### src/rtl/hdr_pkg.sv
package hdr_pkg;
  // Positions of the single-bit indicators; their order is decoded downstream.
  localparam int POS_RSVD    = 1;
  localparam int POS_PPI     = 2;
  localparam int POS_DATA    = 3;
  localparam int POS_SYNC    = 4;
  localparam int POS_STARTUP = 5;
  localparam int FLAG_N      = POS_STARTUP - POS_RSVD + 1;
  // First bit of the identifier follows the indicators.
  localparam int ID_FIRST    = POS_STARTUP + 1;

  typedef struct packed {
    logic startup;
    logic sync;
    logic data;
    logic ppi;
    logic rsvd;
  } hdr_flags_t;
endpackage

### src/rtl/hdr_bit_index.sv
module hdr_bit_index #(
  parameter int LAST = 40,
  parameter int IW   = $clog2(LAST + 2)
) (
  input  logic          clk,
  input  logic          rst,
  input  logic          clr,
  input  logic          stb,
  output logic [IW-1:0] idx,
  output logic          last_hit
);
  localparam logic [IW-1:0] LAST_I = IW'(LAST);
  localparam logic [IW-1:0] STOP_I = IW'(LAST + 1);

  logic live;
  assign live     = (idx <= LAST_I);
  assign last_hit = stb && !clr && (idx == LAST_I);

  always_ff @(posedge clk) begin
    if (rst || clr)
      idx <= '0;
    else if (stb && live)
      idx <= idx + 1'b1;
  end

  // the index parks one past the last header bit
  idx_range_chk: assert property (@(posedge clk) disable iff (rst)
    idx <= STOP_I);

  // once parked, strobes do not move it
  idx_park_chk: assert property (@(posedge clk) disable iff (rst)
    (idx == STOP_I && !clr) |=> idx == STOP_I);
endmodule

### src/rtl/hdr_field_shift.sv
module hdr_field_shift #(
  parameter int W  = 11,
  parameter int LO = 6,
  parameter int IW = 6
) (
  input  logic          clk,
  input  logic          rst,
  input  logic          clr,
  input  logic          stb,
  input  logic          din,
  input  logic [IW-1:0] idx,
  output logic [W-1:0]  val
);
  localparam logic [IW-1:0] LO_I = IW'(LO);
  localparam logic [IW-1:0] HI_I = IW'(LO + W - 1);

  logic take;
  assign take = stb && (idx >= LO_I) && (idx <= HI_I);

  always_ff @(posedge clk) begin
    if (rst || clr)
      val <= '0;
    else if (take)
      val <= {val[W-2:0], din};
  end
endmodule

### src/rtl/hdr_crc_serial.sv
module hdr_crc_serial #(
  parameter int W = 11,
  parameter logic [W-1:0] POLY = 11'h385,
  parameter logic [W-1:0] INIT = 11'h01A
) (
  input  logic         clk,
  input  logic         rst,
  input  logic         clr,
  input  logic         en,
  input  logic         din,
  output logic [W-1:0] crc
);
  logic fb;
  assign fb = crc[W-1] ^ din;

  always_ff @(posedge clk) begin
    if (rst || clr)
      crc <= INIT;
    else if (en)
      crc <= {crc[W-2:0], 1'b0} ^ (fb ? POLY : '0);
  end

  // the register only moves on covered bits
  crc_hold_chk: assert property (@(posedge clk) disable iff (rst)
    (!en && !clr) |=> $stable(crc));
endmodule

### src/rtl/frame_header_parser.sv
module frame_header_parser
  import hdr_pkg::*;
#(
  parameter int ID_W  = 11,
  parameter int LEN_W = 7,
  parameter int CRC_W = 11,
  parameter int CYC_W = 6,
  parameter logic [CRC_W-1:0] CRC_POLY = 11'h385,
  parameter logic [CRC_W-1:0] CRC_INIT = 11'h01A
) (
  input  logic             clk,
  input  logic             rst,
  input  logic             frame_clr,
  input  logic             bit_vld,
  input  logic             bit_val,
  output logic             flag_rsvd,
  output logic             flag_ppi,
  output logic             flag_data,
  output logic             flag_sync,
  output logic             flag_startup,
  output logic [ID_W-1:0]  frame_id,
  output logic [LEN_W-1:0] pay_len,
  output logic [CRC_W-1:0] rx_crc,
  output logic [CYC_W-1:0] cycle_cnt,
  output logic [LEN_W:0]   pay_bytes,
  output logic             crc_ok,
  output logic             hdr_err,
  output logic             hdr_done
);
  localparam int LEN_LO  = ID_FIRST + ID_W;
  localparam int CRC_LO  = LEN_LO + LEN_W;
  localparam int CYC_LO  = CRC_LO + CRC_W;
  localparam int LAST    = CYC_LO + CYC_W - 1;
  localparam int COV_HI  = LEN_LO + LEN_W - 1;
  localparam int IW      = $clog2(LAST + 2);
  localparam logic [IW-1:0] COV_LO_I = IW'(POS_SYNC);
  localparam logic [IW-1:0] COV_HI_I = IW'(COV_HI);

  logic [IW-1:0]    idx;
  logic             last_hit;
  logic             stb;
  logic [CRC_W-1:0] crc_calc;
  hdr_flags_t       flg;

  assign stb = bit_vld && !frame_clr;

  hdr_bit_index #(.LAST(LAST), .IW(IW)) u_index (
    .clk(clk), .rst(rst), .clr(frame_clr), .stb(stb),
    .idx(idx), .last_hit(last_hit));

  // Indicator bits, one per fixed position
  always_ff @(posedge clk) begin
    if (rst || frame_clr)
      flg <= '0;
    else if (stb)
      for (int k = 0; k < FLAG_N; k++)
        if (idx == IW'(POS_RSVD + k)) flg[k] <= bit_val;
  end

  hdr_field_shift #(.W(ID_W), .LO(ID_FIRST), .IW(IW)) u_id (
    .clk(clk), .rst(rst), .clr(frame_clr), .stb(stb), .din(bit_val),
    .idx(idx), .val(frame_id));
  hdr_field_shift #(.W(LEN_W), .LO(LEN_LO), .IW(IW)) u_len (
    .clk(clk), .rst(rst), .clr(frame_clr), .stb(stb), .din(bit_val),
    .idx(idx), .val(pay_len));
  hdr_field_shift #(.W(CRC_W), .LO(CRC_LO), .IW(IW)) u_rcrc (
    .clk(clk), .rst(rst), .clr(frame_clr), .stb(stb), .din(bit_val),
    .idx(idx), .val(rx_crc));
  hdr_field_shift #(.W(CYC_W), .LO(CYC_LO), .IW(IW)) u_cyc (
    .clk(clk), .rst(rst), .clr(frame_clr), .stb(stb), .din(bit_val),
    .idx(idx), .val(cycle_cnt));

  logic crc_en;
  assign crc_en = stb && (idx >= COV_LO_I) && (idx <= COV_HI_I);

  hdr_crc_serial #(.W(CRC_W), .POLY(CRC_POLY), .INIT(CRC_INIT)) u_crc (
    .clk(clk), .rst(rst), .clr(frame_clr), .en(crc_en), .din(bit_val),
    .crc(crc_calc));

  // Verdicts are taken at the edge that captures the final header bit
  always_ff @(posedge clk) begin
    if (rst || frame_clr) begin
      hdr_done <= 1'b0;
      crc_ok   <= 1'b0;
      hdr_err  <= 1'b0;
    end else begin
      hdr_done <= last_hit;
      if (last_hit) begin
        crc_ok  <= (crc_calc == rx_crc);
        hdr_err <= (frame_id == '0) || (flg.startup && !flg.sync) ||
                   (!flg.data && flg.ppi);
      end
    end
  end

  assign flag_rsvd    = flg.rsvd;
  assign flag_ppi     = flg.ppi;
  assign flag_data    = flg.data;
  assign flag_sync    = flg.sync;
  assign flag_startup = flg.startup;
  assign pay_bytes    = {pay_len, 1'b0};


  done_pulse_chk: assert property (@(posedge clk) disable iff (rst)
    hdr_done |=> !hdr_done);


  done_after_strobe_chk: assert property (@(posedge clk) disable iff (rst)
    hdr_done |-> $past(bit_vld));


  clr_wipe_chk: assert property (@(posedge clk) disable iff (rst)
    frame_clr |=> (!hdr_done && frame_id == '0 && !crc_ok && !hdr_err));


  idle_hold_chk: assert property (@(posedge clk) disable iff (rst)
    (!bit_vld && !frame_clr) |=> ($stable(frame_id) && $stable(cycle_cnt) &&
                                  $stable(rx_crc) && $stable(crc_ok)));
endmodule

### config.mk
export PLATFORM = sky130hd
export DESIGN_NAME = frame_header_parser
export DESIGN_NICKNAME = d
export VERILOG_FILES = /design/src/rtl/hdr_pkg.sv /design/src/rtl/hdr_bit_index.sv /design/src/rtl/hdr_field_shift.sv /design/src/rtl/hdr_crc_serial.sv /design/src/rtl/frame_header_parser.sv
export SDC_FILE = /design/constraint.sdc
export NUM_CORES = 1
export LEC_CHECK = 0
export ABC_AREA = 1
export BUFFER_PORTS_ARGS = -buffer_cell sky130_fd_sc_hd__buf_2
export CAP_MARGIN = 10
export CORE_MARGIN = 2
export CORE_UTILIZATION = 57
export CTS_BUF_LIST = sky130_fd_sc_hd__clkbuf_4 sky130_fd_sc_hd__clkbuf_8
export DETAILED_ROUTE_END_ITERATION = 10
export GPL_ROUTABILITY_DRIVEN = 0
export HOLD_SLACK_MARGIN = 0.15
export PLACE_DENSITY = 0.81
export SYNTH_ARGS = -nofsm -noshare
export SYNTH_HDL_FRONTEND = slang
export SYNTH_SLANG_ARGS = --single-unit
### constraint.sdc
create_clock -name clk -period 1.6 [get_ports clk]
set_input_delay 0.24 -clock clk [delete_from_list [all_inputs] [get_ports clk]]
set_output_delay 0.24 -clock clk [all_outputs]
set_load 0.1 [all_outputs]
==> key figures <==
Critical path
  – Buf+Inv Stages, Crit Path: 1
  – Worst-case reg-to-reg path depth: 7
  – Critical Path End Type: output pin
  – CP peak stage delay: 460 ps
  – Crit Path Class: register to output pin
  – CP Cell Sequence: buf_2
  – Crit. path cell count: 1
  – Slowest-stage cell, CP: buf_2
  – Worst Path Required: 1360 ps
  – Crit path max fanout: 5
  – Kind of cell adding the most delay to the critical path: buffers and inverters
  – Crit start category: register
  – Arr. time, crit path: 1230 ps

Drt
  – Total Routed Length: approximately 6.3 mm
  – First drt pass iteration count: 4
  – DR WL/cell: between 10 and 15 um
  – Via/cell ratio: between 4 and 5
  – DRT antenna net count: 0
  – Vias: roughly 2.8k
  – Drt drc: 0
  – First DRT Iteration DRCs: 139

Global route
  – Vias in the first global route: roughly 2.6k
  – Initial antenna violation count: 0
  – First-pass GRT wire length: 11.0 mm
  – Overall Global Routing Usage: 23.2%
  – Pin count of the biggest net entering global routing: 29
  – GRT Residual Overflow: 0

Synth
  – Sequential share of the synthesized area: 40.5%
  – Synth cell types: 32
  – Synth warnings: 0
  – Top-area cell type share of the netlist area: 40.5%
  – Top post-synthesis cells by area: dfxtp_1 (40%), nand2_1 (13%), nor2_1 (11%), inv_1 (4.9%), a21oi_1 (4.2%)
  – Number of enable flip-flop cells after synthesis: 0
  – Cell count after synthesis: 434
  – Synth Flop Type: dfxtp_1
  – Commonest cells post-synth: nand2_1 (102), nor2_1 (86), dfxtp_1 (60), inv_1 (39), a21oi_1 (25)
  – Syn avg cell area: 6.84 um2
  – Yosys top cell by area: dfxtp_1
  – Synthesized flop and latch total: 60
  – Post-synth design cell area: 2970 um2
  – Syn Nets: 444
  – Ys async rst share: 0%
  – Most frequent cell after synthesis: nand2_1

Flow run
  – Max-cap violations: 0

STA
  – Endpoints failing hold: 0
  – Tcrit/Tclk final: 92.0%
  – Final Max Slew Viols: 0
  – Fmax: 679 MHz
  – Worst hold slack: roughly 240 ps
  – RSZ-0062 raised after global routing: false
  – Crit path time final: 1470 ps
  – Final Skew: 7.21 ps
  – # setup viols final: 0

Hold path
  – WHS Path Cells: 3
  – Worst hold path class: input pin to register

Clock network
  – CTS Hold Bufs: 0
  – Setup Buffers After CTS: 0
  – Max clock buf depth: 2
  – Total CTS buffers: 9
  – TritonCTS clock tree: done
  – PostCTS Resize Cnt: 1
  – Clk root buf: clkbuf_8
  – Worst-Skew Late Latency: 340 ps
  – Clock Pin Slew Worst Setup and Hold Paths: 70 ps
  – CTS Sinks: 60
  – Htree depth: 3

Floorplanning
  – Core area: 5070 um2
  – Initial core utilization: 58.5%
  – Site row count: 26
  – Num ports: 56
  – Die Ht: 76.2 um
  – Die X-Extent: 76.2 um
  – Die area: 5800 um2

Pwr
  – VDD IR-drop max: roughly 0.00054 V
  – Switch share: 23.7%
  – Pint: around 2300 uW
  – P_sw: 710 uW
  – Design Power: approximately 3000 uW
  – Comb power frac: 4.3%
  – Pwr per Cell Area: 863 nW/um2
  – Clk network pwr share: 45.9%
  – LEAKAGE: 0.00158 uW
  – Seq pwr share: between 40% and 50%

Cells and area
  – ANT cells: 0
  – Final net count: just under 500
  – Layout cells sized above 1: a little under a quarter
  – Synth-to-layout area growth: 17.2%

Place
  – Detailed Place HPWL: about 4.4 mm
  – Number of port buffers: 54

Status
  – Status: finished clean
## cells in the final DEF (no fill, tap or decap), drive strengths merged, types with 2 or more instances in the layout
cell and n:
nand3 21, dfxtp 60, nand3b 11, nor3 4
nor2 100, clkinv 3, and2 3, clkbuf 10
nand2 107, inv 40, a21oi 25, xor2 5
clkinvlp 2, o211ai 3, nand4 2, ha 5
buf 64, o21ai 21
## power by group through the flow
stage | combinational [uW] | sequential (uW) | clock (uW)
after floorplan | 92.0 | 1530 | 0
after global placement | 125 | 1530 | 0
final | 128 | 1500 | 1380
after global routing | 143 | 1500 | 1470
after CTS | 127 | 1500 | 1400
after detailed placement | 126 | 1530 | 0
## worst paths after layout
kind,from,to,slack (ps)
min,bit_val,flag_startup,240
max reg2reg,u_index.idx[0],u_len.val[3],130
max,u_rcrc.val[8],rx_crc[8],130
min reg2reg,crc_ok,crc_ok,480
## kinds of logic (layout without fill, tap and decap cells)
group           Yosys count  count (layout)  share of synthesized area [%]
compound gates           50              50                           8.72
xor+xnor                  6               6                           1.77
fa+ha+maj                 5               5                           2.11
buf+inv                  62             120                           10.3
flops                    60              60                           40.5
other cells               1               1                          0.126
simple gates            250             250                           36.5
## final cells by class
class	count	area [um2]
timing repair buffer	64	358
multi-input combinational	312	1470
inverter	40	150
clock inverter	6	63.8
clock buffer	10	138
sequential	60	1210
fill	449	1600
tap	70	87.6
## state kept, by name, indices dropped and copies added (netlist names), 6 cells and up
signal,cells
u_crc.crc,11
u_index.idx,6
u_len.val,7
u_cyc.val,6
u_rcrc.val,11
u_id.val,11
## metal layers
layer  GRT usage [%]  vias up  wire length [um]
li1                -     1458                 -
met4            9.09        0               136
met3            5.81       13               253
met2            38.8       56              3060
met5               0        -                 0
met1            28.7     1238              2890
## through the flow
stage / std cells / utilization [%] / worst slack, ps / area (um2) / setup TNS (ps)
floorplan: 434 / - / -24.5 / 2980 / -24.5
global placement: 546 / 64.4 / 74.4 / 3270 / 0
detailed placement: 546 / 64.4 / 0.632 / 3270 / 0
CTS: 562 / 68.4 / 26.3 / 3470 / 0
global route: 562 / 68.5 / 1.26 / 3480 / 0
finish: 562 / 68.5 / 128 / 3480 / 0
No activity file was read; power rests on OpenSTA's default activity.
